$ cat config.mk
export PLATFORM = sky130hd
export DESIGN_NAME = autoboot_flash_resp
export DESIGN_NICKNAME = d
export VERILOG_FILES = /design/src/rtl/autoboot_pkg.sv /design/src/rtl/ab_edges.sv /design/src/rtl/ab_cfg.sv /design/src/rtl/ab_array.sv /design/src/rtl/ab_seq.sv /design/src/rtl/autoboot_flash_resp.sv
export SDC_FILE = /design/constraint.sdc
export NUM_CORES = 2
export LEC_CHECK = 0
export BUFFER_PORTS_ARGS = -buffer_cell sky130_fd_sc_hd__buf_2
export CORE_MARGIN = 4
export CORE_UTILIZATION = 57
export DETAILED_ROUTE_END_ITERATION = 6
export PLACE_DENSITY = 0.78
export SYNTH_ARGS = -nofsm -noshare
export SYNTH_HDL_FRONTEND = slang
export SYNTH_HIERARCHICAL = 1
export SYNTH_SLANG_ARGS = --single-unit
export TNS_END_PERCENT = 100
$ cat constraint.sdc
create_clock -name clk -period 4.01 [get_ports clk]
set_clock_uncertainty 0.2 [all_clocks]
set_input_delay 0.802 -clock clk [delete_from_list [all_inputs] [get_ports clk]]
set_output_delay 0.802 -clock clk [all_outputs]
set_load 0.02 [all_outputs]
$ cat src/rtl/autoboot_pkg.sv
package autoboot_pkg;
  typedef enum logic [2:0] {
    ST_IDLE,
    ST_WARM,
    ST_CMD,
    ST_ADDR,
    ST_LOAD,
    ST_DATA,
    ST_SKIP
  } ab_state_e;

  localparam logic [7:0] OPC_READ = 8'h03;
  localparam int ADDR_BITS_ON_WIRE = 24;
endpackage

$ cat src/rtl/ab_edges.sv
module ab_edges #(
  parameter int N = 2,
  parameter logic [N-1:0] IDLE = '0
) (
  input  logic         clk,
  input  logic         rst_n,
  input  logic [N-1:0] pin,
  output logic [N-1:0] rise,
  output logic [N-1:0] fall
);
  logic [N-1:0] pin_q;

  always_ff @(posedge clk or negedge rst_n) begin
    if (!rst_n) pin_q <= IDLE;
    else        pin_q <= pin;
  end

  for (genvar i = 0; i < N; i++) begin : g_edge
    assign rise[i] = pin[i] & ~pin_q[i];
    assign fall[i] = ~pin[i] & pin_q[i];
  end
endmodule

$ cat src/rtl/ab_cfg.sv
module ab_cfg #(
  parameter int ADDR_W = 8,
  parameter int WARM_W = 4,
  parameter logic [ADDR_W-1:0] DEF_START = '0,
  parameter logic [WARM_W-1:0] DEF_WARM = '0,
  parameter logic DEF_EN = 1'b1
) (
  input  logic              clk,
  input  logic              rst_n,
  input  logic              we,
  input  logic [ADDR_W-1:0] start_in,
  input  logic [WARM_W-1:0] warm_in,
  input  logic              en_in,
  output logic [ADDR_W-1:0] start_q,
  output logic [WARM_W-1:0] warm_q,
  output logic              en_q
);
  always_ff @(posedge clk or negedge rst_n) begin
    if (!rst_n) begin
      start_q <= DEF_START;
      warm_q  <= DEF_WARM;
      en_q    <= DEF_EN;
    end else if (we) begin
      start_q <= start_in;
      warm_q  <= warm_in;
      en_q    <= en_in;
    end
  end
endmodule

$ cat src/rtl/ab_array.sv
module ab_array #(
  parameter int ADDR_W = 8,
  localparam int DEPTH = 1 << ADDR_W
) (
  input  logic              clk,
  input  logic              we,
  input  logic [ADDR_W-1:0] waddr,
  input  logic [7:0]        wdata,
  input  logic [ADDR_W-1:0] raddr,
  output logic [7:0]        rdata
);
  logic [7:0] mem [DEPTH];

  always_ff @(posedge clk) begin
    if (we) mem[waddr] <= wdata;
  end

  assign rdata = mem[raddr];
endmodule

$ cat src/rtl/ab_seq.sv
module ab_seq
  import autoboot_pkg::*;
#(
  parameter int ADDR_W = 8,
  parameter int WARM_W = 4,
  localparam int SH_W = (ADDR_W > 8) ? ADDR_W : 8,
  localparam int CNT_W = $clog2(ADDR_BITS_ON_WIRE)
) (
  input  logic              clk,
  input  logic              rst_n,
  input  logic              sck_rise,
  input  logic              sck_fall,
  input  logic              cs_fall,
  input  logic              cs_rise,
  input  logic              mosi,
  input  logic [ADDR_W-1:0] boot_start,
  input  logic [WARM_W-1:0] boot_warm,
  input  logic              boot_en,
  input  logic [7:0]        rd_data,
  output logic [ADDR_W-1:0] rd_addr,
  output logic              byte_load,
  output logic              armed,
  output logic              miso,
  output logic              miso_oe
);
  ab_state_e         state;
  logic [ADDR_W-1:0] addr_q;
  logic [SH_W-2:0]   in_sh;
  logic [SH_W-1:0]   sh_next;
  logic [CNT_W-1:0]  cnt;
  logic [WARM_W-1:0] wcnt;
  logic [3:0]        bitcnt;
  logic [7:0]        out_sh;
  logic              boot_go;
  logic              boot_now;

  assign boot_go  = cs_fall && armed && boot_en;
  assign boot_now = boot_go && (boot_warm == '0);
  assign rd_addr  = boot_now ? boot_start : addr_q;
  assign sh_next  = {in_sh, mosi};

  assign byte_load = !cs_rise && (boot_now ||
                     (sck_fall && state == ST_LOAD) ||
                     (sck_fall && state == ST_DATA && bitcnt == 4'd8));

  always_ff @(posedge clk or negedge rst_n) begin
    if (!rst_n) begin
      state  <= ST_IDLE;
      armed  <= 1'b1;
      addr_q <= '0;
      in_sh  <= '0;
      cnt    <= '0;
      wcnt   <= '0;
      bitcnt <= '0;
      out_sh <= '0;
    end else if (cs_rise) begin
      state <= ST_IDLE;
      armed <= 1'b0;
    end else if (byte_load) begin
      out_sh <= rd_data;
      addr_q <= rd_addr + 1'b1;
      bitcnt <= '0;
      state  <= ST_DATA;
    end else if (cs_fall) begin
      cnt  <= '0;
      wcnt <= '0;
      if (boot_go) begin
        addr_q <= boot_start;
        state  <= ST_WARM;
      end else begin
        state <= ST_CMD;
      end
    end else begin
      case (state)
        ST_WARM: if (sck_rise) begin
          wcnt <= wcnt + 1'b1;
          if (wcnt == boot_warm - 1'b1) state <= ST_LOAD;
        end
        ST_CMD: if (sck_rise) begin
          in_sh <= sh_next[SH_W-2:0];
          cnt   <= cnt + 1'b1;
          if (cnt == CNT_W'(7)) begin
            cnt   <= '0;
            state <= (sh_next[7:0] == OPC_READ) ? ST_ADDR : ST_SKIP;
          end
        end
        ST_ADDR: if (sck_rise) begin
          in_sh <= sh_next[SH_W-2:0];
          cnt   <= cnt + 1'b1;
          if (cnt == CNT_W'(ADDR_BITS_ON_WIRE - 1)) begin
            addr_q <= sh_next[ADDR_W-1:0];
            state  <= ST_LOAD;
          end
        end
        ST_DATA: begin
          if (sck_rise) bitcnt <= bitcnt + 1'b1;
          if (sck_fall) out_sh <= {out_sh[6:0], 1'b0};
        end
        default: ;
      endcase
    end
  end

  assign miso_oe = (state == ST_DATA);
  assign miso    = miso_oe & out_sh[7];
endmodule

$ cat src/rtl/autoboot_flash_resp.sv
module autoboot_flash_resp #(
  parameter int ADDR_W = 8,
  parameter int WARM_W = 4,
  parameter logic [ADDR_W-1:0] DEF_START = ADDR_W'(16),
  parameter logic [WARM_W-1:0] DEF_WARM = WARM_W'(3),
  parameter logic DEF_EN = 1'b1
) (
  input  logic              clk,
  input  logic              rst_n,
  input  logic              spi_sck,
  input  logic              spi_cs_n,
  input  logic              spi_mosi,
  output logic              spi_miso,
  output logic              spi_miso_oe,
  input  logic              cfg_we,
  input  logic [ADDR_W-1:0] cfg_start,
  input  logic [WARM_W-1:0] cfg_warm,
  input  logic              cfg_enable,
  input  logic              init_we,
  input  logic [ADDR_W-1:0] init_addr,
  input  logic [7:0]        init_data
);
  logic [1:0]        pin_rise, pin_fall;
  logic              sck_rise, sck_fall, cs_rise, cs_fall;
  logic [ADDR_W-1:0] boot_start, rd_addr;
  logic [WARM_W-1:0] warm_cfg;
  logic              boot_en, armed, byte_load;
  logic [7:0]        rd_data;

  ab_edges #(.N(2), .IDLE(2'b10)) u_edges (
    .clk(clk), .rst_n(rst_n), .pin({spi_cs_n, spi_sck}),
    .rise(pin_rise), .fall(pin_fall)
  );
  assign sck_rise = pin_rise[0];
  assign sck_fall = pin_fall[0];
  assign cs_rise  = pin_rise[1];
  assign cs_fall  = pin_fall[1];

  ab_cfg #(
    .ADDR_W(ADDR_W), .WARM_W(WARM_W),
    .DEF_START(DEF_START), .DEF_WARM(DEF_WARM), .DEF_EN(DEF_EN)
  ) u_cfg (
    .clk(clk), .rst_n(rst_n), .we(cfg_we),
    .start_in(cfg_start), .warm_in(cfg_warm), .en_in(cfg_enable),
    .start_q(boot_start), .warm_q(warm_cfg), .en_q(boot_en)
  );

  ab_array #(.ADDR_W(ADDR_W)) u_array (
    .clk(clk), .we(init_we), .waddr(init_addr), .wdata(init_data),
    .raddr(rd_addr), .rdata(rd_data)
  );

  ab_seq #(.ADDR_W(ADDR_W), .WARM_W(WARM_W)) u_seq (
    .clk(clk), .rst_n(rst_n),
    .sck_rise(sck_rise), .sck_fall(sck_fall),
    .cs_fall(cs_fall), .cs_rise(cs_rise), .mosi(spi_mosi),
    .boot_start(boot_start), .boot_warm(warm_cfg), .boot_en(boot_en),
    .rd_data(rd_data), .rd_addr(rd_addr), .byte_load(byte_load),
    .armed(armed), .miso(spi_miso), .miso_oe(spi_miso_oe)
  );
endmodule

After elaboration in Yosys (flattened, before gate mapping)
Memories as Yosys holds them, arrays and structs flattened.
Cells that the tools add are included.
{"block": "op_classes", "n_reduce_logical": 29, "mux": 37, "n_eq_ne": 20, "add_sub_neg": 5, "bitwise_logic": 12}
{"op": "8-bit two-way mux", "count": 11}
{"op": "3-bit two-way mux", "count": 10}
{"op": "4-bit two-way mux", "count": 7}
{"op": "5-bit two-way mux", "count": 4}
{"op": "5-bit by 2-bit != test with 1-bit output, second input constant", "count": 3}
{"op": "5-bit by 3-bit != test with 1-bit output, second input constant", "count": 3}
{"op": "5-bit AND reduction", "count": 3}
{"op": "4-bit AND reduction", "count": 3}
{"op": "3-bit nonzero test", "count": 4}
{"op": "5-bit case mux with 2 select lines", "count": 1}
{"op": "2-bit nonzero test", "count": 5}
{"op": "3-bit case mux with 3 select lines", "count": 1}
{"op": "4-bit by 1-bit adder with 4-bit output, second input constant", "count": 2}
{"op": "8-bit by 1-bit adder with 8-bit output, second input constant", "count": 1}
{"op": "8-bit by 2-bit equality test with 1-bit output, second input constant", "count": 1}
{"op": "1-bit logical AND", "count": 7}
{"op": "1-bit NOT", "count": 7}
{"op": "7-bit AND reduction", "count": 1}
{"op": "3-bit by 2-bit equality test with 1-bit output, second input constant", "count": 2}
{"op": "3-bit equality test, second input constant", "count": 2}
{"op": "3-bit by 2-bit != test with 1-bit output, second input constant", "count": 2}
{"op": "6-bit nonzero test", "count": 1}
{"op": "5-bit by 1-bit adder with 5-bit output, second input constant", "count": 1}
{"op": "1-bit AND", "count": 5}
{"op": "14 further kinds", "count": 16}
{"block": "totals", "mem_count": 1, "ram_bits": 2048, "regBits": 55}
{"name": "u_array.mem", "depth": 256, "width": 8, "rd": 1, "rd_clocked_by_memory_dff": 0, "wr": 1, "line_no": "ab_array.sv:12", "source": "logic [7:0] mem [DEPTH];"}

Depth between registers and ports, before layout
{"block": "logic_depth", "depth_word": 10, "mapped_depth": 19, "mapped_depth_nobuf": 14}

By module
Netlist, hierarchy kept.
{"module": "ab_array", "n_inst": 1, "cells_per_inst": 3725, "area_per_inst_um2": 79396.1}
{"module": "ab_seq", "n_inst": 1, "cells_per_inst": 285, "area_per_inst_um2": 2731.4}
{"module": "ab_cfg", "n_inst": 1, "cells_per_inst": 27, "area_per_inst_um2": 525.5}
{"module": "ab_edges", "n_inst": 1, "cells_per_inst": 6, "area_per_inst_um2": 86.3}

Worst setup path before layout
No wires, ideal clock.
{"block": "synth_timing", "kind": "input -> register", "from": "in spi_cs_n", "to": "reg u_seq.out_sh[0]", "arrival_ns": 3.717, "n_path_buf": 6, "setup_time_ns": 0.121, "slack_ns": -0.028, "stages": 17, "cell_sequence": "and2b_2 > buf_6 > nand3_2 > nor2_8 > buf_6 > nand2_1 > nand2_1 > buf_2 > buf_4 > buf_2 > buf_1 > mux4_2 > a22oi_1 > a21oi_1 > nor4_1 > nor4_2 > a22o_1"}
{"block": "synth_between", "word_cells_on_any_way": 18}
{"element": "from (decl)", "line_no": "autoboot_flash_resp.sv:11", "source": "input logic spi_cs_n,"}
{"element": "1-bit NOT", "line_no": "ab_edges.sv:20", "source": "assign fall[i] = ~pin[i] & pin_q[i];"}
{"element": "1-bit AND", "line_no": "ab_edges.sv:20"}
{"element": "1-bit logical AND (2 in a row)", "line_no": "ab_seq.sv:37", "source": "assign boot_go = cs_fall && armed && boot_en;"}
{"element": "1-bit logical AND", "line_no": "ab_seq.sv:38", "source": "assign boot_now = boot_go && (boot_warm == '0);"}
{"element": "8-bit two-way mux", "line_no": "ab_seq.sv:39", "source": "assign rd_addr = boot_now ? boot_start : addr_q;"}
{"element": "named net rd_addr[1]", "line_no": "autoboot_flash_resp.sv:25", "source": "logic [ADDR_W-1:0] boot_start, rd_addr;"}
{"element": "memory read 256 x 8 bit"}
{"element": "named net rd_data[0]", "line_no": "autoboot_flash_resp.sv:28", "source": "logic [7:0] rd_data;"}
{"element": "8-bit two-way mux", "line_no": "ab_seq.sv:59", "source": "end else if (byte_load) begin"}
{"element": "to (signal assigned)", "line_no": "ab_seq.sv:60", "source": "out_sh <= rd_data;"}
{"element": "to (signal assigned)", "line_no": "ab_seq.sv:97", "source": "if (sck_fall) out_sh <= {out_sh[6:0], 1'b0};"}
{"element": "to (decl)", "line_no": "ab_seq.sv:33", "source": "logic [7:0] out_sh;"}
The timed path passes the listed nets, and every way through them passes these cells.
A chain may end at the register's enable or synchronous reset.

Worst setup path after layout
{"block": "layout_timing", "from": "reg u_cfg.warm_q[0]", "to": "reg u_seq.out_sh[1]"}
{"block": "layout_between", "word_cells_on_any_way": 12}
{"element": "from (decl)", "line_no": "ab_cfg.sv:15", "source": "output logic [WARM_W-1:0] warm_q,"}
{"element": "from (signal assigned)", "line_no": "ab_cfg.sv:25", "source": "warm_q <= warm_in;"}
{"element": "4-bit zero test", "line_no": "ab_seq.sv:38"}
{"element": "1-bit logical AND", "line_no": "ab_seq.sv:38"}
{"element": "8-bit two-way mux", "line_no": "ab_seq.sv:39"}
{"element": "named net rd_addr[0]", "line_no": "autoboot_flash_resp.sv:25"}
{"element": "memory read 256 x 8 bit"}
{"element": "named net rd_data[1]", "line_no": "autoboot_flash_resp.sv:28"}
{"element": "8-bit two-way mux", "line_no": "ab_seq.sv:59"}
The timed path passes the listed nets, and every way through them passes these cells.

==> metrics.json <==
{
  "synth_fp_nets": 4085,
  "final_core_util": 0.671,
  "dominant_combinational_cell_family_by_area_after_synthesis": "multiplexers",
  "layout-drive-gt1-share": 0.313,
  "final.fill_count": 8444,
  "critPathRequiredTime_ns": 4.52,
  "slew-limit-headroom": 0.232,
  "total_number_of_vias": 45200,
  "timing.critical_path.from_type": "flip-flop",
  "synth_area_per_cell_um2": 20.5,
  "transition_at_the_pin_with_the_smallest_max_transition_slack_ns": 1.15,
  "yosys_warnings": 6,
  "power.static_leakage_uw": 0.0313,
  "path_max_fanout": 7,
  "root_buffer": "sky130_fd_sc_hd__clkbuf_16",
  "fraction_of_the_mapped_netlist_area_in_adder_cells": 0.000907,
  "grt_setup_unrepaired": "true",
  "rr_startpoint": "u_cfg/warm_q[0]",
  "finalMaxSlewViolations": 0,
  "power.density_cell_area_nw_per_um2": 650,
  "hold_path_depth": 2,
  "hp-class": "input port to flip-flop",
  "yosys_most_used_dff": "sky130_fd_sc_hd__edfxtp_1",
  "hold_viol_final": 0,
  "timing.fmax_mhz": 240,
  "layout-area-overhead-vs-synth_pct": 16.7,
  "die_width_um": 389,
  "rrSetupSlack_ns": -0.15,
  "design_area_um2": 96500,
  "placement.cell_area_um2": 89000,
  "grt-ovfl-total": 0,
  "design.core.area_um2": 144000,
  "detail_route.vias_per_cell": 6.73,
  "grt_pass1_wl_um": 315000,
  "floorplan.initialDensity": 0.575,
  "cap_violations": 0,
  "timing.critical_path.arrival_ns": 4.68,
  "internal_pwr_total_uw": 44100,
  "routabilityCongestion": 0.915,
  "placement.setup.worst_slack_ns": -1.00,
  "routed_wl_um": 216000,
  "post_synth_and_or_nand_nor_area_fraction": 0.0334,
  "switching_share": 0.297,
  "cts-htree-levels": 4,
  "synth_compound_gate_area_share": 0.0376,
  "place.port_buffers": 37,
  "outcome": "complete, but fails checks",
  "critical_path.reg2reg.endpoint": "u_seq/out_sh[1]",
  "antenna_violations_before_repair": 14,
  "sequentialPowerShare": 0.390,
  "grt_start_max_net_pins": 131,
  "critPathCaptureType": "flip-flop",
  "remaining_drc_errors": 0,
  "floorplan.io_pins": 38,
  "synth-async-reset-ratio": 0.0262,
  "crit_start": "u_cfg/warm_q[0]",
  "num_rows": 139,
  "grt_pass1_vias": 45400,
  "avgRoutedWirePerCell_um": 32.2,
  "irDropWorstVdd_v": 0.000520,
  "crit_path_end": "u_seq/out_sh[1]",
  "clk_pin_slew_worst_paths_ns": 0.06,
  "synth.ff_latch_count": 2103,
  "post_synth_mux_area_share": 0.147,
  "die_height_um": 389,
  "synth.yosys.seq_area_share": 0.760,
  "drt_first_iter_violations": 6558,
  "timing.final.setup_violations": 7,
  "antenna_violating_nets_post_route": 0,
  "combPwrFrac": 0.312,
  "postSynthCellCount": 4043,
  "yosys.cell_types.count": 82,
  "worst_r2r_path_depth": 15,
  "fp.dieArea_um2": 151000,
  "gr-usage-all-layers": 0.286,
  "cts_max_path_buffers": 3,
  "clock_tree_from_tritoncts": "yes",
  "share_clk_of_total_power": 0.299,
  "post-dp-hpwl_um": 129000,
  "cts_made_buffers": 202,
  "critPathKind": "flip-flop to flip-flop",
  "synth_enable_flop_cells": 2048,
  "mappedNetlistArea_um2": 82700,
  "power.net_switching_uw": 18600,
  "final_worst_path_period_need_ns": 4.16,
  "xor_xnor_fraction_of_synth_area": 0.00169,
  "mostFrequentLayoutCell": "sky130_fd_sc_hd__edfxtp_1",
  "worstSkewPairLatency_ns": 0.82,
  "fin_crit_sh": 1.04,
  "first_pass_iters": 6,
  "timing.final.ws_setup_ns": -0.154,
  "cts.sinks": 2103,
  "final_net_count": 4677,
  "violations": "negative setup slack",
  "most_used_cells_in_the_layout_excluding_fill_and_tap_cells": "sky130_fd_sc_hd__edfxtp_1, sky130_fd_sc_hd__buf_4, sky130_fd_sc_hd__mux4_2"
}
[cell type report]
class | count | area, um2 | share of cell area
multi-input combinational | 1687 | 18800 | 0.195
clock buffer | 250 | 5320 | 0.0551
antenna | 9 | 22.5 | 0.000233
inverter | 10 | 40.0 | 0.000415
sequential | 2103 | 62900 | 0.651
timing repair buffer | 631 | 5930 | 0.0614
tap | 1903 | 2380 | 0.0247
clock inverter | 119 | 1190 | 0.0123
[routing by layer]
layer	GRT usage	up-vias	routed length, um
met2	0.450	3426	104000
met1	0.390	23200	74700
met3	0.0667	602	26500
li1	-	18000	-
met4	0.126	10	10200
met5	0.00606	-	151
[state kept, by name (all words and copies together) (netlist names)]
name	cells
u_seq/cnt	5
u_cfg/start_q	8
u_seq/bitcnt	4
u_seq/state	3
u_seq/in_sh	7
u_seq/out_sh	8
u_array/mem	2048
u_seq/addr_q	8
u_seq/wcnt	4
u_seq/armed	1
u_edges/pin_q	2
u_cfg/en_q	1
u_cfg/warm_q	4
[critical path, cell delays in order, from the launching register on]
cell	delay (ns)
sky130_fd_sc_hd__dfstp_2	0.54
sky130_fd_sc_hd__inv_2	0.05
sky130_fd_sc_hd__ha_4	0.16
sky130_fd_sc_hd__nor3b_4	0.16
sky130_fd_sc_hd__nand2_4	0.12
sky130_fd_sc_hd__mux2_8	0.46
sky130_fd_sc_hd__buf_16	0.20
sky130_fd_sc_hd__buf_12	0.14
sky130_fd_sc_hd__mux4_2	0.42
sky130_fd_sc_hd__mux4_2	0.49
sky130_fd_sc_hd__nor2b_4	0.18
sky130_fd_sc_hd__nor4_4	0.44
sky130_fd_sc_hd__buf_4	0.19
sky130_fd_sc_hd__nor4_2	0.04
sky130_fd_sc_hd__mux2i_1	0.16
sky130_fd_sc_hd__o21ai_1	0.10
[synth_stat cells, types with 18 or more instances]
cell / n / area, um2
sky130_fd_sc_hd__a21oi_1: 106 / 531
sky130_fd_sc_hd__a22oi_1: 133 / 998
sky130_fd_sc_hd__buf_1: 22 / 82.6
sky130_fd_sc_hd__buf_2: 34 / 170
sky130_fd_sc_hd__buf_4: 27 / 203
sky130_fd_sc_hd__buf_6: 27 / 304
sky130_fd_sc_hd__clkbuf_1: 114 / 428
sky130_fd_sc_hd__dfrtp_1: 49 / 1230
sky130_fd_sc_hd__edfxtp_1: 2048 / 61500
sky130_fd_sc_hd__mux2_4: 18 / 270
sky130_fd_sc_hd__mux2i_1: 152 / 1520
sky130_fd_sc_hd__mux4_2: 454 / 10200
sky130_fd_sc_hd__nand2_1: 71 / 267
sky130_fd_sc_hd__nand3_1: 45 / 225
sky130_fd_sc_hd__nor2_1: 297 / 1110
sky130_fd_sc_hd__nor2b_1: 39 / 244
sky130_fd_sc_hd__nor3_1: 26 / 130
sky130_fd_sc_hd__nor4_1: 26 / 163
sky130_fd_sc_hd__o21ai_0: 30 / 150
sky130_fd_sc_hd__o221ai_1: 46 / 403
sky130_fd_sc_hd__o22ai_1: 28 / 175
[kinds of logic after synthesis]
| kind of cell | count (synthesis) |
|---|---|
| flops | 2103 |
| mux | 636 |
| simple gates | 583 |
| compound gates | 444 |
| buf+inv | 255 |
| xor+xnor | 16 |
| fa+ha+maj | 6 |
[stage by stage]
step	setup TNS (ns)	instances	power (uW)	hold slack (ns)
6_report	-0.666	6712	62700	0.0691
5_1_grt	-1.42	6704	64600	0.0360
4_1_cts	-0.314	6699	62300	0.0179
3_5_place_dp	-5.18	6295	42500	0.281
3_3_place_gp	-4.83	6295	42200	0.265
2_1_floorplan	-0.00702	4043	35400	0.242
[power by group through the flow]
stage	combinational, uW	sequential (uW)	clock [uW]
CTS	19000	24400	18900
finish	19500	24500	18700
floorplan	10600	24800	0
global route	20200	24500	19900
detailed placement	17700	24900	0
global placement	17400	24900	0
[what timing repair did]
action | 4_1_cts | 5_1_grt
pin swaps | 22 | 16
buffers inserted | 14 | 4
gates resized for setup | 83 | 34
endpoints found under the hold margin | 45 | 0
gates cloned | 7 | 2
endpoints found under the setup margin | 8 | 8
hold buffers | 15 | 0
[worst min-delay path by stage]
| stage | slack, ns | startpoint | to |
|---|---|---|---|
| 2_1_floorplan | 0.24 | u_seq/out_sh[7] | u_seq/out_sh[7] |
| 3_3_place_gp | 0.27 | u_seq/out_sh[6] | u_seq/out_sh[6] |
| 3_5_place_dp | 0.28 | u_seq/out_sh[4] | u_seq/out_sh[4] |
| 4_1_cts | 0.02 | cfg_start[3] | u_cfg/start_q[3] |
| 5_1_grt | 0.04 | cfg_start[3] | u_cfg/start_q[3] |
| 6_report | 0.07 | cfg_start[3] | u_cfg/start_q[3] |
(Power assumes the default switching activity.)
